<file path="src/rtl/cfr_pkg.sv">
package cfr_pkg;

    typedef enum logic [2:0] {
        SEL_CIS,
        SEL_OPT,
        SEL_STAT,
        SEL_PIN,
        SEL_SOCK,
        SEL_NONE
    } sel_e;

    localparam logic [7:0] OPT_WMASK  = 8'hCF;
    localparam int         OPT_SRST   = 7;
    localparam logic [7:0] STAT_KEEP  = 8'h82;
    localparam logic [7:0] STAT_LOAD  = 8'h74;
    localparam int         STAT_INT   = 1;
    localparam int         STAT_PWR   = 2;
    localparam int         PIN_RDY    = 5;
    localparam logic [7:0] PIN_WMASK  = 8'h02;
    localparam logic [7:0] PIN_FIXED  = 8'h0C;
    localparam int         CTL_IDIS   = 1;
    localparam int         CTL_SRST   = 2;

    typedef struct packed {
        logic [7:0] opt;
        logic [7:0] stat;
        logic [7:0] pins;
        logic [7:0] rdata;
        logic       rvalid;
        logic       irq;
        logic       srst;
    } state_t;

endpackage

</file>
<file path="src/rtl/cfr_decode.sv">
module cfr_decode
    import cfr_pkg::*;
#(
    parameter int ADDR_W   = 12,
    parameter int REG_BASE = 512,
    parameter int CIS_LEN  = 330
) (
    input  logic [ADDR_W-1:0] addr_i,
    output sel_e              sel_o,
    output logic              cis_hit_o
);
    localparam logic [ADDR_W-1:0] BASE_A = ADDR_W'(REG_BASE);
    localparam logic [ADDR_W-1:0] LEN_A  = ADDR_W'(CIS_LEN);

    logic [ADDR_W-1:0] off;

    always_comb begin
        off       = addr_i - BASE_A;
        cis_hit_o = (addr_i < LEN_A);
        if (addr_i < BASE_A) begin
            sel_o = SEL_CIS;
        end else if (off == ADDR_W'(0)) begin
            sel_o = SEL_OPT;
        end else if (off == ADDR_W'(2)) begin
            sel_o = SEL_STAT;
        end else if (off == ADDR_W'(4)) begin
            sel_o = SEL_PIN;
        end else if (off == ADDR_W'(6)) begin
            sel_o = SEL_SOCK;
        end else begin
            sel_o = SEL_NONE;
        end
    end
endmodule

</file>
<file path="src/rtl/cfr_readmux.sv">
module cfr_readmux
    import cfr_pkg::*;
(
    input  sel_e       sel_i,
    input  logic       cis_hit_i,
    input  logic [7:0] cis_data_i,
    input  logic [7:0] opt_i,
    input  logic [7:0] stat_i,
    input  logic [7:0] pins_i,
    input  logic       int_mask_i,
    output logic [7:0] rdata_o
);
    logic [7:0] stat_view;

    always_comb begin
        stat_view = stat_i;
        if (int_mask_i) begin
            stat_view[STAT_INT] = 1'b0;
        end
        case (sel_i)
            SEL_CIS:  rdata_o = cis_hit_i ? cis_data_i : 8'h00;
            SEL_OPT:  rdata_o = opt_i;
            SEL_STAT: rdata_o = stat_view;
            SEL_PIN:  rdata_o = (pins_i & (8'h01 << PIN_RDY)) | PIN_FIXED;
            default:  rdata_o = 8'h00;
        endcase
    end
endmodule

</file>
<file path="src/rtl/cfr_irq_gate.sv">
module cfr_irq_gate
    import cfr_pkg::*;
(
    input  logic       int_flag_i,
    input  logic [7:0] dev_ctrl_i,
    input  logic       soft_rst_i,
    output logic       irq_o
);
    always_comb begin
        irq_o = !int_flag_i
             && !dev_ctrl_i[CTL_IDIS]
             && !dev_ctrl_i[CTL_SRST]
             && !soft_rst_i;
    end
endmodule

</file>
<file path="src/rtl/cf_cfg_regs.sv">
module cf_cfg_regs
    import cfr_pkg::*;
#(
    parameter int ADDR_W   = 12,
    parameter int REG_BASE = 512,
    parameter int CIS_LEN  = 330
) (
    input  logic              clk_i,
    input  logic              rst_ni,
    input  logic              attr_req_i,
    input  logic              attr_we_i,
    input  logic [ADDR_W-1:0] attr_addr_i,
    input  logic [7:0]        attr_wdata_i,
    output logic [7:0]        attr_rdata_o,
    output logic              attr_rvalid_o,
    output logic [ADDR_W-1:0] cis_addr_o,
    input  logic [7:0]        cis_data_i,
    input  logic [7:0]        dev_ctrl_i,
    input  logic              core_irq_i,
    output logic              irq_o,
    output logic              srst_o
);
    state_t     s_d, s_q;
    sel_e       sel;
    logic       cis_hit;
    logic [7:0] rd_mux;
    logic       irq_next;
    logic       wr_en, rd_en;

    assign wr_en      = attr_req_i && attr_we_i;
    assign rd_en      = attr_req_i && !attr_we_i;
    assign cis_addr_o = attr_addr_i;

    cfr_decode #(
        .ADDR_W   (ADDR_W),
        .REG_BASE (REG_BASE),
        .CIS_LEN  (CIS_LEN)
    ) u_decode (
        .addr_i    (attr_addr_i),
        .sel_o     (sel),
        .cis_hit_o (cis_hit)
    );

    cfr_readmux u_readmux (
        .sel_i      (sel),
        .cis_hit_i  (cis_hit),
        .cis_data_i (cis_data_i),
        .opt_i      (s_q.opt),
        .stat_i     (s_q.stat),
        .pins_i     (s_q.pins),
        .int_mask_i (dev_ctrl_i[CTL_IDIS]),
        .rdata_o    (rd_mux)
    );

    cfr_irq_gate u_irq (
        .int_flag_i (s_d.stat[STAT_INT]),
        .dev_ctrl_i (dev_ctrl_i),
        .soft_rst_i (s_d.srst),
        .irq_o      (irq_next)
    );

    always_comb begin
        s_d                = s_q;
        s_d.srst           = 1'b0;
        s_d.rvalid         = 1'b0;
        s_d.stat[STAT_INT] = core_irq_i;

        if (wr_en) begin
            case (sel)
                SEL_OPT: begin
                    if (attr_wdata_i[OPT_SRST]) begin
                        s_d.opt  = 8'h00;
                        s_d.stat = 8'h00;
                        s_d.pins = 8'h00;
                        s_d.srst = 1'b1;
                    end else begin
                        s_d.opt = attr_wdata_i & OPT_WMASK;
                    end
                end
                SEL_STAT: begin
                    if (s_q.stat[STAT_PWR] != attr_wdata_i[STAT_PWR]) begin
                        s_d.pins[PIN_RDY] = 1'b1;
                    end
                    s_d.stat = (s_q.stat & STAT_KEEP) | (attr_wdata_i & STAT_LOAD);
                    s_d.stat[STAT_INT] = core_irq_i;
                end
                SEL_PIN: begin
                    s_d.pins = (s_q.pins & (8'h01 << PIN_RDY)) | (attr_wdata_i & PIN_WMASK);
                end
                default: begin
                end
            endcase
        end

        if (rd_en) begin
            s_d.rvalid = 1'b1;
            s_d.rdata  = rd_mux;
        end

        s_d.irq = irq_next;
    end

    always_ff @(posedge clk_i or negedge rst_ni) begin
        if (!rst_ni) begin
            s_q <= '0;
        end else begin
            s_q <= s_d;
        end
    end

    assign attr_rdata_o  = s_q.rdata;
    assign attr_rvalid_o = s_q.rvalid;
    assign irq_o         = s_q.irq;
    assign srst_o        = s_q.srst;

endmodule

</file>
<file path="config.mk">
export PLATFORM = sky130hd
export DESIGN_NAME = cf_cfg_regs
export DESIGN_NICKNAME = d
export VERILOG_FILES = /design/src/rtl/cfr_pkg.sv /design/src/rtl/cfr_decode.sv /design/src/rtl/cfr_readmux.sv /design/src/rtl/cfr_irq_gate.sv /design/src/rtl/cf_cfg_regs.sv
export SDC_FILE = /design/constraint.sdc
export NUM_CORES = 1
export LEC_CHECK = 0
export ABC_AREA = 0
export BUFFER_PORTS_ARGS = -buffer_cell sky130_fd_sc_hd__buf_4
export CAP_MARGIN = 0
export CELL_PAD_IN_SITES_DETAIL_PLACEMENT = 0
export CELL_PAD_IN_SITES_GLOBAL_PLACEMENT = 1
export CORE_MARGIN = 8
export CORE_UTILIZATION = 35
export CTS_CLUSTER_DIAMETER = 60
export DETAILED_ROUTE_END_ITERATION = 12
export PLACE_DENSITY_LB_ADDON = 0.1
export SLEW_MARGIN = 10
export SYNTH_ARGS = -nofsm -noshare
export SYNTH_HDL_FRONTEND = slang
export SYNTH_SLANG_ARGS = --single-unit
</file>
<file path="constraint.sdc">
create_clock -name clk_i -period 3.23 [get_ports clk_i]
set_input_delay 0.323 -clock clk_i [delete_from_list [all_inputs] [get_ports clk_i]]
set_output_delay 0.323 -clock clk_i [all_outputs]
set_load 0.01 [all_outputs]
</file>
---- Word-level counts from Yosys, hierarchy flattened ----
Index checks and enable logic that the tools add are counted.
cells by class
  bitwise logic cells ..................... 2
  magnitude comparators ................... 2
  reduce and logical (&&, ||, !) cells .... 19
  add/subtract/negate cells ............... 1
  muxes and demuxes ....................... 20
  equal/unequal tests ..................... 9
operators by type and width
  kind                      count
  $pmux W8 S4               1
  $eq A12 B3 Y1 const B     2
  $mux W16                  1
  $pmux W8 S2               1
  $eq A12 B2 Y1 const B     1
  $logic_not A12 Y1         1
  $lt A12 B10 Y1 const B    1
  $lt A12 B9 Y1 const B     1
  $mux W3                   4
  $sub A12 B10 Y12 const B  1
  $mux W10                  1
  $pmux W5 S2               1
  $mux W8                   1
  $or A8 B7 Y8              1
  $mux W1                   7
  $mux W7                   1
  $eq A3 B2 Y1 const B      2
  $or A6 B2 Y6              1
  $reduce_and A3 Y1         2
  $logic_and A1 B1 Y1       5
  $logic_not A1 Y1          5
  $ne A2 B2 Y1 const B      2
  $pmux W2 S2               1
  $reduce_and A4 Y1         1
  other kinds (7)           8
word-level totals
  output and inout port bits .............. 23
  word-level logic and storage cells ...... 62
  bits of input ports ..................... 41
  flip-flop bits (word level) ............. 34

---- Longest topological paths before layout ----
Gate-level depths: netlist (run 1).
  depth after elaboration ................. 14
  gate-level depth with buffers ........... 8
  gate-level depth less buffers ........... 7

---- Modules after synthesis ----
From an unflattened synthesis (run 1), not the netlist that was laid out.
second synthesis, totals
  cell total of the unflattened synthesis .. 150
  area, all modules ....................... 1495.2 um2
modules (own cells, without submodules)
  module        instances  area each (um2)  cells each  sequential area each (um2)
  cf_cfg_regs   1          1138.6           99          575.6
  cfr_readmux   1          215.2            30          0.0
  cfr_decode    1          128.9            20          0.0
  cfr_irq_gate  1          12.5             1           0.0

---- Least setup slack after synthesis (run 1) ----
No wires, ideal clock.
  kind .................................... input -> register
  from .................................... input port attr_addr_i[3]
  to ...................................... register s_q[21] (netlist bit)
  data arrival time ....................... 1.609 ns
  library setup time ...................... 0.118 ns
  data required time ...................... 3.112 ns
  cell stages on the path ................. 5
  path slack .............................. 1.503 ns
  cells stage by stage .................... or4_1 -> nor4_2 -> nor3b_4 -> o21ai_2 -> a21o_1
between the ends
  word-level cells in the longest chain between the ends .. 10
  elaborated cells between the ends (all ways) .. 17
  those cells by class .................... add/sub (1); order compare (1); eq/ne (6); mux (6); reduce/logical (3)
ends and longest elaborated chain
  what                                                          RTL line            text
  start: declaration                                            cf_cfg_regs.sv:12   input logic [ADDR_W-1:0] attr_addr_i,
  $sub A12 B10 Y12                                              cfr_decode.sv:18    off = addr_i - BASE_A;
  $eq A12 B3 Y1                                                 cfr_decode.sv:28    end else if (off == ADDR_W'(6)) begin
  $mux W1                                                       cfr_decode.sv:28
  $mux W3                                                       cfr_decode.sv:26    end else if (off == ADDR_W'(4)) begin
  $mux W3                                                       cfr_decode.sv:24    end else if (off == ADDR_W'(2)) begin
  $mux W3                                                       cfr_decode.sv:22    end else if (off == ADDR_W'(0)) begin
  $mux W3 *                                                     cfr_decode.sv:20    if (addr_i < BASE_A) begin
  $eq A3 B1 Y1 or $eq A3 B2 Y1 (tied branches)                  cf_cfg_regs.sv:69   case (sel)
  $ne A2 B2 Y1 (no line) or $reduce_bool A2 Y1 (tied branches)  -
  $reduce_and A3 Y1 (no line)                                   -
  end signal: assignment                                        cf_cfg_regs.sv:105  s_q <= '0;
  end signal: assignment                                        cf_cfg_regs.sv:107  s_q <= s_d;
  end: declaration                                              cf_cfg_regs.sv:23   state_t s_d, s_q;
Every way passes the cells marked *; elsewhere a longest branch is shown, timed or not.
A chain may end at the register's enable or synchronous reset.

---- Final worst setup path (run 1) ----
  from .................................... input port attr_addr_i[3]
  to ...................................... register s_q[24] (netlist bit)
The elaborated chain is that of the path after synthesis.

==> results.json, run 1 <==
{
  "cp_max_fo": 11,
  "mostFrequentLayoutCells": "58 x buf_4, 22 x nand2_1, 22 x dfrtp_1",
  "required_ns": 3.45,
  "crit_arrival_ns": 2.06,
  "cts_tree": "built",
  "clkTransAtPathRegs_ns": 0.13,
  "status": "finished, final reports clean",
  "rsz0062_at_grt": "false",
  "core_um2": 3580,
  "rrSetupSlack_ns": 2.17,
  "crit_chain": "buf_4 -> or4_1 -> nor4_2 -> buf_4 -> nor3b_4 -> o21ai_2 -> a21o_1",
  "p_leak_nw": 0.849,
  "clock_sinks": 22,
  "critPathSlowestCell": "or4_1",
  "syn_nets": 177,
  "hold_viol": 0,
  "syn_area_um2": 1270,
  "power_w": 0.000582,
  "die_h_um": 76.4,
  "netSwitchingPower_w": 0.000131,
  "setup_viol": 0,
  "dp_hpwl_mm": 2.65,
  "grt.total_usage_pct": 11.6,
  "ir_drop_mv": 0.281,
  "fmaxAchievable_mhz": 545,
  "start_util_pct": 35.6,
  "layout_commonest_cell": "buf_4",
  "fin_skew_ns": 0.00749,
  "register_area_um2": 551,
  "final_nets": 218,
  "cts-root-buf": "clkbuf_4",
  "fillCellCount": 363,
  "drt_iter0_drc": 54,
  "p_seq_share_pct": 48.0,
  "cts_buffers": 3,
  "synthCells": 135,
  "grt_overflow_total": 0,
  "grt_pass1_wl_mm": 5.62,
  "fin_crit_ns": 1.84,
  "layout-drive-gt1-share_pct": 39.4,
  "critical_path_buf_inv_count": 2,
  "crit_top_cell": "buf_4",
  "first_pass_iters": 4,
  "drt-vias-per-instance": 4.69,
  "ys_warn_count": 0,
  "min_path_type": "in2reg",
  "synth.distinct_cells": 33,
  "io_buffers": 57,
  "area_delta_synth_final_pct": 30.8,
  "netSwitchingFraction_pct": 22.4,
  "die_w_um": 76.4,
  "rows": 22,
  "cpLargestDelayFamily": "simple AND/OR/NAND/NOR gates",
  "wirelength_mm": 3.27,
  "p_per_area_nw_per_um2": 349,
  "vias": 1046,
  "ys_ff_latch": 22,
  "tns_ns": 0,
  "period_share_pct": 56.8,
  "worstMarginPinSlew_ns": 0.750,
  "p_clk_share_pct": 36.3,
  "cpPeakStageDelay_ns": 0.55,
  "die_area_um2": 5830,
  "synth_area_per_cell_um2": 9.44,
  "slew_violations": 0,
  "multiInputGateArea_um2": 541,
  "clockBufferDepth": 2,
  "slew_headroom_pct": 49.8,
  "combPwrFrac_pct": 15.8,
  "p_int_w": 0.000452,
  "drc": 0,
  "cp-end-kind": "flop",
  "crit_path_start_kind": "input port",
  "ant_nets": 0,
  "htree_levels": 1,
  "gp_congestion": 0.702,
  "pin_count": 64,
  "antenna_found_initial": 0,
  "n_antenna_cell": 0,
  "clk_latency_ns": 0.31,
  "wl_per_cell_um": 14.7,
  "drv_cap": 0,
  "grt_pass1_vias": 1128,
  "grt_max_degree": 23,
  "cts_resized": 0,
  "crit_type": "in2reg",
  "seq_area_frac_synth_pct": 43.2
}
stage by stage:
stage / worst slack, ns / utilization, % / instance area, µm² / hold WS (ns) / std cells
after floorplan: 1.50 / - / 1270 / 0.0274 / 135
after global placement: 1.07 / 44.9 / 1610 / 0.230 / 218
after detailed placement: 1.06 / 44.9 / 1610 / 0.228 / 218
after CTS: 1.39 / 46.6 / 1670 / 0.127 / 223
after global routing: 1.33 / 46.6 / 1670 / 0.111 / 223
final: 1.39 / 46.6 / 1670 / 0.146 / 223
cell type report:
class / count / area share (%)
repair buffers: 59 / 26.7
flip-flops and latches: 22 / 33.0
well taps: 48 / 3.60
clock inverters: 1 / 1.80
inverters: 5 / 1.13
clock buffers: 3 / 1.35
multi-input cells: 85 / 32.4
worst reg2reg max path: cells and delay by family, from the launching register on:
family          cells  cell delay (ns)
flops               1             0.43
compound gates      2             0.38
xor+xnor            1             0.15
per-layer routing:
layer	wire (µm)	global-route usage (%)	vias up
li1	-	-	533
met1	1440	13.7	483
met2	1640	19.8	28
met3	168	3.89	2
met4	19	2.31	0
met5	0	0	-
synth_stat cells, drive strengths merged:
cell / instances / area, µm²
nand4: 2 / 27.5
mux2: 1 / 11.3
nand2b: 1 / 6.26
ha: 1 / 12.5
nand2: 22 / 82.6
xor2: 2 / 17.5
nand3b: 2 / 15.0
nor3b: 2 / 31.3
inv: 5 / 18.8
a22oi: 4 / 30.0
buf: 21 / 158
or3: 1 / 6.26
and2: 1 / 6.26
clkbuf: 2 / 7.51
a21o: 7 / 52.6
and3: 4 / 25.0
a32oi: 3 / 26.3
nor4: 2 / 18.8
a22o: 2 / 17.5
a31oi: 1 / 6.26
o21ai: 16 / 83.8
a41oi: 1 / 8.76
nor2: 3 / 11.3
nor2b: 4 / 25.0
or2: 1 / 6.26
nor3: 1 / 5.00
dfrtp: 22 / 551
or4: 1 / 7.51
logic make-up after synthesis:
logic type / count (synthesis) / synth area share, %
XOR/XNOR: 2 / 1.37
AO/OA/AOI/OAI: 34 / 17.7
AND/OR/NAND/NOR: 47 / 21.5
flip-flops: 22 / 43.2
multiplexers: 1 / 0.883
buffers and inverters: 28 / 14.4
adder cells (fa/ha/maj): 1 / 0.981
final timing paths:
check / cells past startpoint / to / start
max in group asynchronous: 2 / attr_rdata_o[0] / rst_ni
hold reg to reg: 2 / attr_rdata_o[7] / attr_rdata_o[7]
setup / recovery: 7 / s_q[24] / attr_addr_i[3]
min in group asynchronous: 2 / srst_o / rst_ni
hold / removal: 2 / irq_o / dev_ctrl_i[2]
setup reg to reg: 3 / s_q[16] / s_q[21]
flip-flops by register name, summed over array words and instances, names as in the netlist:
name	count
s_q	11
attr_rdata_o	8
attr_rvalid_o	1
irq_o	1
srst_o	1
repair_timing:
item | in CTS | in global routing
setup endpoints to repair | 0 | 0
hold endpoints to repair | 22 | 0
hold buffers | 1 | 0
buffers inserted | 0 | 0
power by group through the flow:
| stage | logic, W | clock network (W) | registers, W |
|---|---|---|---|
| 2_1_floorplan | 0.0000381 | 0 | 0.000285 |
| 3_3_place_gp | 0.0000911 | 0 | 0.000285 |
| 3_5_place_dp | 0.0000925 | 0 | 0.000285 |
| 4_1_cts | 0.0000938 | 0.000218 | 0.000279 |
| 5_1_grt | 0.000101 | 0.000229 | 0.000280 |
| 6_report | 0.0000918 | 0.000211 | 0.000279 |
No activity file was read; power rests on OpenSTA's default activity.
==> run 2: changes to the inputs <==
--- a/config.mk
+++ b/config.mk
@@ -11,7 +11,7 @@
 export CELL_PAD_IN_SITES_DETAIL_PLACEMENT = 0
 export CELL_PAD_IN_SITES_GLOBAL_PLACEMENT = 1
 export CORE_MARGIN = 8
-export CORE_UTILIZATION = 35
+export CORE_UTILIZATION = 32
 export CTS_CLUSTER_DIAMETER = 60
 export DETAILED_ROUTE_END_ITERATION = 12
 export PLACE_DENSITY_LB_ADDON = 0.1
==> constraint.sdc (replaced) <==
create_clock -name clk_i -period 1.8 [get_ports clk_i]
set_input_delay 0.18 -clock clk_i [delete_from_list [all_inputs] [get_ports clk_i]]
set_output_delay 0.18 -clock clk_i [all_outputs]
set_load 0.01 [all_outputs]
==> run 2 against run 1 <==
Compared with the run above:
- first-iteration DRC count fell by 31%
- clock power is 39% higher
- final area grew 2.2%
- largest power group unchanged
- highest routed layer unchanged
- setup slack got worse by 1.2 ns
==> results.json, run 2 (synthesis gave the netlist of run 1 again) <==
{
  "status": "finished, final reports clean",
  "area_delta_synth_final_pct": 33.7,
  "ir_drop_mv": 0.555,
  "wl_per_cell_um": 14.5,
  "cp-end-kind": "flop",
  "fin_skew_ns": 0.00154,
  "clockBufferDepth": 2,
  "drv_cap": 0,
  "p_leak_nw": 0.873,
  "setup_viol": 0,
  "ant_nets": 0,
  "required_ns": 1.98,
  "cp_max_fo": 10,
  "crit_type": "in2reg",
  "worstMarginPinSlew_ns": 0.396,
  "dp_hpwl_mm": 2.78,
  "top_register": "s_q",
  "n_antenna_cell": 0,
  "clock_sinks": 22,
  "slew_headroom_pct": 73.5,
  "core_um2": 3910,
  "die_h_um": 79.1,
  "cts_tree": "built",
  "start_util_pct": 32.6,
  "vias": 1079,
  "fmaxAchievable_mhz": 619,
  "rsz0062_at_grt": "false",
  "final_nets": 224,
  "die_area_um2": 6260,
  "clk_latency_ns": 0.25,
  "p_per_area_nw_per_um2": 567,
  "drc": 0,
  "rows": 23,
  "largest_register_ffs": 11,
  "min_path_type": "in2reg",
  "hold_viol": 0,
  "grt_overflow_total": 0,
  "slew_violations": 0,
  "layout-drive-gt1-share_pct": 41.1,
  "die_w_um": 79.1,
  "fin_crit_ns": 1.61,
  "first_pass_iters": 4,
  "drt-vias-per-instance": 4.69,
  "grt.total_usage_pct": 10.9,
  "layout_commonest_cell": "buf_4",
  "cts_buffers": 3,
  "crit_path_start_kind": "input port",
  "io_buffers": 57,
  "grt_pass1_wl_mm": 5.53,
  "antenna_found_initial": 0,
  "tns_ns": 0,
  "wirelength_mm": 3.34,
  "htree_levels": 1,
  "mostFrequentLayoutCells": "64 x buf_4, 22 x nand2_1, 22 x dfrtp_1",
  "cts-root-buf": "clkbuf_8",
  "fillCellCount": 418,
  "whs_ns": 0.0762,
  "period_share_pct": 89.7,
  "drt_iter0_drc": 37,
  "clkTransAtPathRegs_ns": 0.07,
  "hold_depth": 2,
  "pin_count": 64,
  "grt_pass1_vias": 1119,
  "gp_congestion": 0.711,
  "r2r_cells": 3,
  "crit_arrival_ns": 1.80,
  "grt_max_degree": 23
}
## run 2: per-stage QoR
| stage | cell area (µm²) | setup slack [ns] | utilization, % | instances | total power, W |
|---|---|---|---|---|---|
| 2_1_floorplan | 1270 | 0.216 | - | 135 | 0.000580 |
| 3_3_place_gp | 1650 | -0.0579 | 42.2 | 226 | 0.000682 |
| 3_5_place_dp | 1650 | -0.0655 | 42.2 | 226 | 0.000684 |
| 4_1_cts | 1700 | 0.172 | 43.5 | 230 | 0.000985 |
| 5_1_grt | 1700 | 0.0853 | 43.5 | 230 | 0.00102 |
| 6_report | 1700 | 0.186 | 43.5 | 230 | 0.000967 |
## run 2: layout make-up
type | count | area (µm²) | area share, %
clock buffers | 3 | 41.3 | 2.42
inverters | 5 | 18.8 | 1.10
repair buffers | 65 | 490 | 28.8
multi-input cells | 85 | 541 | 31.7
flip-flops and latches | 22 | 551 | 32.3
well taps | 50 | 62.6 | 3.67
## run 2: path summary, 6_finish.rpt
| path | slack, ns | startpoint | to |
|---|---|---|---|
| worst min-delay path | 0.08 | dev_ctrl_i[2] | irq_o |
| min in group asynchronous | 0.35 | rst_ni | attr_rdata_o[0] |
| worst max register to register | 0.75 | s_q[21] | s_q[16] |
| max in group asynchronous | 1.23 | rst_ni | srst_o |
| worst max-delay path | 0.19 | attr_addr_i[3] | attr_rdata_o[1] |
| worst min register to register | 0.48 | s_q[24] | s_q[24] |
## run 2: per-layer routing
metal  track usage [%]  vias up  wire (µm)
li1                  -      547          -
met4              2.22        0         17
met2              18.8       20       1780
met5                 0        -          0
met3              3.39        2        181
met1              13.0      510       1360
## run 2: worst max-delay path, stage by stage
cell,delay (ns)
buf_4,0.11
or4_1,0.54
nor4_2,0.23
buf_4,0.25
nand2_1,0.07
a21o_1,0.26
o21ai_1,0.16
## run 2: what timing repair did
item                                   CTS  global route
endpoints found under the hold margin   22             0
hold buffers                             1             0
gates resized for setup                  0             0
setup buffers                            0             0
## run 2: report_power, final
part           switching [W]  total [W]  internal, W  leakage, nW
Sequential        0.00000187   0.000501     0.000499        0.298
Combinational      0.0000800   0.000172    0.0000924        0.553
Clock               0.000145   0.000294     0.000149       0.0216
Total               0.000226   0.000967     0.000741        0.873
